[config.mk]
export PLATFORM = sky130hd
export DESIGN_NAME = vec_addr_gen
export DESIGN_NICKNAME = d
export VERILOG_FILES = /design/src/rtl/vag_pkg.sv /design/src/rtl/vag_seq.sv /design/src/rtl/vag_addr.sv /design/src/rtl/vag_bank.sv /design/src/rtl/vec_addr_gen.sv
export SDC_FILE = /design/constraint.sdc
export NUM_CORES = 1
export LEC_CHECK = 0
export ABC_CLOCK_PERIOD_IN_PS = 19500
export BUFFER_PORTS_ARGS = -buffer_cell sky130_fd_sc_hd__buf_2
export CORE_AREA = 2 2 253 255
export CTS_CLUSTER_DIAMETER = 80
export DETAILED_ROUTE_END_ITERATION = 8
export DIE_AREA = 0 0 255 257
export PLACE_DENSITY = 0.8
export SYNTH_ARGS = -nofsm -noshare
export SYNTH_HDL_FRONTEND = slang
export SYNTH_SLANG_ARGS = --single-unit
[constraint.sdc]
create_clock -name clk -period 19.5 [get_ports clk]
set_input_delay 3.9 -clock clk [delete_from_list [all_inputs] [get_ports clk]]
set_output_delay 3.9 -clock clk [all_outputs]
set_load 0.03 [all_outputs]
[src/rtl/vag_pkg.sv]
package vag_pkg;
  typedef enum logic [1:0] {
    AG_UNIT     = 2'd0,
    AG_STRIDE   = 2'd1,
    AG_INDEX    = 2'd2,
    AG_UNIT_ALT = 2'd3
  } ag_mode_e;
endpackage

[src/rtl/vag_seq.sv]
module vag_seq #(
  parameter int MAX_VL = 16,
  parameter int VL_W   = 5,
  parameter int EW     = 4
) (
  input  logic            clk,
  input  logic            rst_n,
  input  logic            start,
  input  logic [VL_W-1:0] vlen,
  input  logic            ready,
  output logic            active,
  output logic [EW-1:0]   elem,
  output logic            done,
  output logic            launch,
  output logic            accept,
  output logic            last
);
  logic [VL_W-1:0] vl_eff;
  logic [VL_W-1:0] vl_m1;
  logic [EW-1:0]   last_r;

  assign vl_eff = (vlen > VL_W'(MAX_VL)) ? VL_W'(MAX_VL) : vlen;
  assign vl_m1  = vl_eff - VL_W'(1);
  assign launch = start & ~active;
  assign accept = active & ready;
  assign last   = accept && (elem == last_r);

  always_ff @(posedge clk) begin
    if (!rst_n) begin
      active <= 1'b0;
      elem   <= '0;
      done   <= 1'b0;
      last_r <= '0;
    end else begin
      done <= 1'b0;
      if (launch) begin
        elem   <= '0;
        last_r <= vl_m1[EW-1:0];
        active <= (vl_eff != '0);
        done   <= (vl_eff == '0);
      end else if (accept) begin
        if (last) begin
          active <= 1'b0;
          done   <= 1'b1;
        end else begin
          elem <= elem + EW'(1);
        end
      end
    end
  end

  AST_ELEM_STEP: assert property (@(posedge clk) disable iff (!rst_n)
    accept && !last |=> active && (elem == $past(elem) + EW'(1)));
  AST_STALL_HOLD: assert property (@(posedge clk) disable iff (!rst_n)
    active && !ready |=> active && $stable(elem));
  AST_DONE_SINGLE: assert property (@(posedge clk) disable iff (!rst_n)
    done && !launch |=> !done);
  AST_ZERO_LEN: assert property (@(posedge clk) disable iff (!rst_n)
    launch && (vlen == '0) |=> done && !active);
endmodule

[src/rtl/vag_addr.sv]
module vag_addr
  import vag_pkg::*;
#(
  parameter int AW     = 32,
  parameter int MAX_VL = 16,
  parameter int EW     = 4
) (
  input  logic               clk,
  input  logic               rst_n,
  input  logic               load,
  input  logic [1:0]         mode,
  input  logic [AW-1:0]      base,
  input  logic [AW-1:0]      stride,
  input  logic [MAX_VL*AW-1:0] idx_flat,
  input  logic [EW-1:0]      elem,
  output logic [AW-1:0]      addr,
  output ag_mode_e           mode_q,
  output logic [AW-1:0]      base_q
);
  logic [AW-1:0] stride_q;
  logic [AW-1:0] idx_q [MAX_VL];

  function automatic logic [AW-1:0] elem_offset(
    input ag_mode_e m, input logic [AW-1:0] s,
    input logic [AW-1:0] ix, input logic [EW-1:0] i);
    logic [AW-1:0] iw;
    iw = {{(AW-EW){1'b0}}, i};
    case (m)
      AG_STRIDE: elem_offset = s * iw;
      AG_INDEX:  elem_offset = ix;
      default:   elem_offset = iw;
    endcase
  endfunction

  always_ff @(posedge clk) begin
    if (!rst_n) begin
      mode_q   <= AG_UNIT;
      base_q   <= '0;
      stride_q <= '0;
    end else if (load) begin
      mode_q   <= ag_mode_e'(mode);
      base_q   <= base;
      stride_q <= stride;
    end
  end

  for (genvar g = 0; g < MAX_VL; g++) begin : g_idx
    always_ff @(posedge clk) begin
      if (!rst_n) idx_q[g] <= '0;
      else if (load) idx_q[g] <= idx_flat[g*AW +: AW];
    end
  end

  assign addr = base_q + elem_offset(mode_q, stride_q, idx_q[elem], elem);
endmodule

[src/rtl/vag_bank.sv]
module vag_bank #(
  parameter int AW     = 32,
  parameter int BANK_W = 4
) (
  input  logic [AW-1:0]        addr,
  output logic [BANK_W-1:0]    bank,
  output logic [AW-BANK_W-1:0] line
);
  assign bank = addr[BANK_W-1:0];
  assign line = addr[AW-1:BANK_W];
endmodule

[src/rtl/vec_addr_gen.sv]
module vec_addr_gen
  import vag_pkg::*;
#(
  parameter int AW     = 32,
  parameter int MAX_VL = 16,
  parameter int NBANK  = 16,
  localparam int VL_W  = $clog2(MAX_VL + 1),
  localparam int EW    = (MAX_VL > 1) ? $clog2(MAX_VL) : 1,
  localparam int BANK_W = $clog2(NBANK)
) (
  input  logic                 clk,
  input  logic                 rst_n,
  input  logic                 start,
  input  logic [1:0]           mode,
  input  logic [AW-1:0]        base,
  input  logic [AW-1:0]        stride,
  input  logic [VL_W-1:0]      vlen,
  input  logic [MAX_VL*AW-1:0] index_vec,
  output logic                 busy,
  output logic                 req_valid,
  input  logic                 req_ready,
  output logic [EW-1:0]        req_elem,
  output logic [AW-1:0]        req_addr,
  output logic [BANK_W-1:0]    req_bank,
  output logic [AW-BANK_W-1:0] req_line,
  output logic                 done
);
  logic     active, launch, accept, last;
  ag_mode_e cur_mode;
  logic [AW-1:0] cur_base;

  vag_seq #(.MAX_VL(MAX_VL), .VL_W(VL_W), .EW(EW)) u_seq (
    .clk(clk), .rst_n(rst_n), .start(start), .vlen(vlen), .ready(req_ready),
    .active(active), .elem(req_elem), .done(done), .launch(launch),
    .accept(accept), .last(last)
  );

  vag_addr #(.AW(AW), .MAX_VL(MAX_VL), .EW(EW)) u_addr (
    .clk(clk), .rst_n(rst_n), .load(launch), .mode(mode), .base(base),
    .stride(stride), .idx_flat(index_vec), .elem(req_elem), .addr(req_addr),
    .mode_q(cur_mode), .base_q(cur_base)
  );

  vag_bank #(.AW(AW), .BANK_W(BANK_W)) u_bank (
    .addr(req_addr), .bank(req_bank), .line(req_line)
  );

  assign busy      = active;
  assign req_valid = active;

  AST_REQ_HOLD: assert property (@(posedge clk) disable iff (!rst_n)
    req_valid && !req_ready |=> req_valid && $stable(req_addr) && $stable(req_elem) && $stable(req_bank));
  AST_FIRST_ELEM: assert property (@(posedge clk) disable iff (!rst_n)
    launch && (vlen != '0) |=> req_valid && (req_elem == '0));
  AST_DONE_IDLE: assert property (@(posedge clk) disable iff (!rst_n)
    done |-> !req_valid);
  AST_BANK_ROTATE: assert property (@(posedge clk) disable iff (!rst_n)
    accept && !last && ((cur_mode == AG_UNIT) || (cur_mode == AG_UNIT_ALT))
    |=> req_bank == BANK_W'($past(req_bank) + BANK_W'(1)));
  AST_BUSY_IGNORE: assert property (@(posedge clk) disable iff (!rst_n)
    busy && start |=> $stable(cur_base) && $stable(cur_mode));
endmodule

Yosys cells after proc, flatten, opt, wreduce, memory -nomap -nowiden
Memory sizes are Yosys's and may differ from the RTL's. A register that Yosys moved wholly into a read port is not among the register bits.
Index checks and enable logic that the tools add are counted.

storage, ports and cells
  memories = 1
  output and inout port bits = 71
  bits in registers = 76
  memory bits (writable) = 512
  logic and storage cells = 75

memory list
  memory        depth  bits a word  rd ports  clocked after memory_dff  wr ports  RTL line        source
  u_addr.idx_q  16     32           1         1                         16        vag_addr.sv:21  logic [AW-1:0] idx_q [MAX_VL];

operators by class
  bitwise logic cells = 21
  reduce and logical (&&, ||, !) cells = 8
  add/sub/neg operators = 3
  $lt $le $gt $ge = 1
  multipliers = 1
  equality and inequality tests = 3
  mux-type cells = 30

operators by type and width
  kind                                               count
  2-to-1 mux 32 bit                                  16
  one-hot mux 32 bit (2 select lines)                1
  adder 32 bit                                       1
  multiplier 32 x 4 -> 32 bit                        1
  OR 1 bit                                           16
  2-to-1 mux 1 bit                                   10
  2-to-1 mux 4 bit                                   2
  > comparator 5 bit (second input constant)         1
  logical NOT 5 bit                                  1
  2-to-1 mux 5 bit                                   1
  nonzero test 5 bit                                 1
  adder 4 x 1 -> 4 bit (second input constant)       1
  == test 4 bit                                      1
  AND reduction 2 bit                                2
  nonzero test 2 bit                                 2
  subtractor 4 x 1 -> 4 bit (second input constant)  1
  NOT 1 bit                                          3
  bitwise AND 1 bit                                  2
  == test 2 x 1 -> 1 bit (second input constant)     1
  == test 2 bit (second input constant)              1
  OR reduction 2 bit                                 1
  logical AND 1 bit                                  1

Longest topological paths before layout
  depth after elaboration = 6
  gate-level depth with buffers = 29

Modules after synthesis
Synthesis repeated with hierarchy kept, for this count alone.

unflattened totals
  cell total of the unflattened synthesis = 2,407
  area total of the unflattened synthesis = 31,473.9 um^2

by module, submodules not included
  module        area an instance (um^2)  instances  cells each
  vag_addr      30,699.4                 1          2,315
  vag_seq       526.8                    1          59
  vag_bank      240.2                    1          32
  vec_addr_gen  7.5                      1          1

Worst setup path after synthesis
Ideal clock, no wire load.

  kind = input to register
  from = in start
  to = mem u_addr.idx_q[0][0] (enable)
  arrival = 13.954 ns
  setup slack = 1.457 ns
  buffers on the path = 2
  stages on the path = 5
  data required time = 15.411 ns
  library setup time = 4.089 ns
  path through = nand2b_1 > and2_1 > clkbuf_1 > clkbuf_1 > clkinv_1

RTL lines
  what             RTL line            source
  start, declared  vec_addr_gen.sv:13  input logic start,
  end, declared    vag_addr.sv:21

Worst setup path after layout
  from = reg u_seq.elem[2]
  to = out req_line[27]

between the ends
  word-level cells in the longest chain between the ends = 3

RTL lines
  what                                   RTL line            source
  start, declared                        vag_seq.sv:12       output logic [EW-1:0] elem,
  start signal, assigned                 vag_seq.sv:46       elem <= elem + EW'(1);
  multiplier 32 x 4 -> 32 bit            vag_addr.sv:29      AG_STRIDE: elem_offset = s * iw;
  one-hot mux 32 bit (2 select lines) *  vag_addr.sv:28      case (m)
  adder 32 bit *                         vag_addr.sv:54      assign addr = base_q + elem_offset(mode_q, stride_q, idx_q[elem], elem);
  end, declared                          vec_addr_gen.sv:25  output logic [AW-BANK_W-1:0] req_line,

Every way passes the cells marked *; elsewhere a longest branch is shown, timed or not.

==> results.ini <==
[drt]
drt-initial-drc-count = 2144
postRouteAntennaNets = 0
wl_per_cell_um = 23.5
vias = 21000
vias_per_cell = 5.53
drt-pass1-iter-count = 6
wl_um = 89300
drc = 0

[synthesis]
synth_xor_area_frac = 0.0182
ys_warn_count = 0
synth_top_area_share = 0.498
ys_async_sr_fraction = 0
synth-simple-area-share = 0.149
syn_area_sq_mm = 0.0309
synth.top_cells.by_count = 590 x and2_1, 512 x edfxtp_1, 160 x mux4_2
synth_cell_types = 65
synth_compound_area_frac = 0.0614
syn_nets = 2999
avgSynthCellArea_sq_um = 13.5
synth_area_leader_cell = edfxtp_1
synthAdderAreaFrac = 0.0648
ys_seq_elements = 592
synthCells = 2287
synthTopCellsByArea = edfxtp_1 50%, and2_1 12%, mux4_2 12%, dfxtp_1 5.2%, fa_1 3.8%
synth_top_family_by_area = simple AND/OR/NAND/NOR gates
synth-main-ff-cell = edfxtp_1
synth_edf_count = 512
yosysMostFrequentCell = and2_1
seq_area_frac_synth = 0.550
muxShareOfSynthArea = 0.118

[cells_and_area]
fill_cells = 4880
final_cell_count_no_fill = 3801
seqCellArea_sq_mm = 0.0170
drive_above_1_share = 0.326
area_delta_synth_final_pct = 19.3
multi_input_area_sq_mm = 0.0127
layout.nets = 3577

[grt]
grt_pass1_wl_um = 132000
gr-total-overflow = 0
grt_most_used_layer = met2
grt_use_met1 = 0.350
grt_max_degree = 286
gr-usage-met3 = 0.0462
antenna_found_initial = 52
globalRouteMet2Util = 0.454
grtUsageTotal = 0.272
grt_pass1_vias = 22000

[pwr]
peakVddDrop_v = 0.0000820
power_density_mw_per_mm2 = 83.6
p_leak_uw = 0.0156

[setup_path]
arrival_ns = 7.65
cp_top_family = compound AO/OA/AOI/OAI gates
startpoint_type = register
worst_path_largest_cell_delay_ns = 1.06
reg2reg_from = u_seq.active
end_kind = output pin
crit_slowest_cell = dfxtp_1
crit_required_ns = 15.60
cp-startpoint = u_seq.elem[2]
crit_chain = nand2_1 > fa_1 > fa_1 > fa_1 > nor2b_1 > o21a_1 > o21ai_1 > a21oi_1 > o21ai_0 > a21boi_0 > o21ai_0 > and3_1 > o31ai_1 > ha_1 > a21oi_1 > o21ai_0 > o21a_1 > a311o_1 > o21ai_1 > nor2_1 > a211oi_2 > o31ai_1 > xnor2_1 > buf_2
worst-path-max-fanout = 35
worstSetupPathType = reg -> out
critPathBufInv = 1

[timing]
final-setup-viol-count = 0
worst_pin_slew_ns = 1.21
fmax_mhz = 86.6
hold_viol = 0
layout_min_cycle_time_ns = 11.55
tns_ns = 0
skew_ns = 0.0317
rsz0062_at_grt = false
relSlewSlack = 0.191
final.period_utilization = 0.592
report.final.slew_viol_count = 0

[clocking]
htree_levels = 2
post_cts_buffers = 0
cts_tree = done
clk_pin_slew_ns = 0.06
clockBufferDepth = 3
insertion_delay_ns = 0.65
hold_buffers = 0
cts.sinks = 592
cts_root_buf = clkbuf_16
cts-buffers-inserted = 61
cts_resized = 0

[die]
row_count = 92
boundaryPins = 658
die-area_sq_mm = 0.0655
die_h_um = 257
start_util = 0.492
coreArea_sq_mm = 0.0627
die_x_um = 255

[placed_design]
port_buffers = 657
dpl.cell_count = 3648
gp_congestion = 0.930
hpwlAfterDp_um = 66600

[job]
cap_violations = 0

[worst_hold_path]
worstHoldPathType = reg -> reg
min-delay-start = u_addr.base_q[25]

[status]
status = complete, no violations

==> layout by cell type (no fill, tap or decap), drive strengths merged, types with 39 or more instances in the layout <==
cell type / netlist / layout
a22o: 66 / 66
diode: 0 / 40
ha: 67 / 67
dfxtp: 80 / 80
buf: 53 / 677
clkbuf: 109 / 70
and2: 590 / 590
inv: 117 / 120
mux4: 160 / 160
nand2: 110 / 110
o21ai: 65 / 65
edfxtp: 512 / 512
nor2: 39 / 39
fa: 58 / 58
==> where the power goes <==
group	internal (uW)	leakage (uW)	total (uW)	switching (uW)
registers	1510	0.00621	1550	46.7
logic	147	0.00836	327	180
clock network	698	0.000998	1200	503
==> metrics by stage <==
step	power (uW)	cell area (sq um)	util	hold slack, ns	setup WS (ns)
after floorplan	1790	30900	-	0.434	1.46
after global placement	1890	34600	0.552	0.466	8.76
after detailed placement	1900	34600	0.552	0.477	8.56
after CTS	3090	36700	0.585	0.491	7.88
after global routing	3180	36800	0.587	0.513	7.29
final	3080	36800	0.587	0.488	7.95
==> flip-flops by register name (all words and copies together), names as in the netlist, named ones only <==
| name | flops |
|---|---|
| u_addr.idx_q | 512 |
| u_addr.base_q | 32 |
| u_addr.stride_q | 32 |
| u_seq.elem | 4 |
| u_seq.last_r | 4 |
| u_addr.mode_q | 2 |
| u_seq.active | 1 |
| u_seq.done | 1 |
==> per-layer routing <==
layer | up-vias | part of all wire
met2 | 1021 | 0.50
met3 | 191 | 0.074
li1 | 9404 | -
met1 | 10400 | 0.38
met4 | 12 | 0.042
met5 | - | 0.00084
==> worst paths after layout <==
check	to	depth (start not counted)	slack [ns]
worst max-delay path	req_line[27]	24	7.95
worst min-delay path	u_addr.base_q[25]	1	0.49
worst max register to register	u_addr.idx_q[9][19]	7	14.28
worst min register to register	u_addr.base_q[25]	1	0.49
==> layout make-up <==
class,count,area share
inverter,118,0.0122
timing repair buffer,677,0.0937
sequential,592,0.461
tap,846,0.0288
multi-input combinational,1415,0.345
clock buffer,70,0.0427
clock inverter,43,0.0135
antenna,40,0.00272
==> kinds of logic (layout without fill, tap and decap cells) <==
family,after synthesis,count (layout)
compound gates,266,266
xor+xnor,64,64
fa+ha+maj,125,125
buf+inv,280,908
flops,592,592
mux,163,163
other cells,0,40
simple gates,797,797
Power figures use the tool's default switching activity.
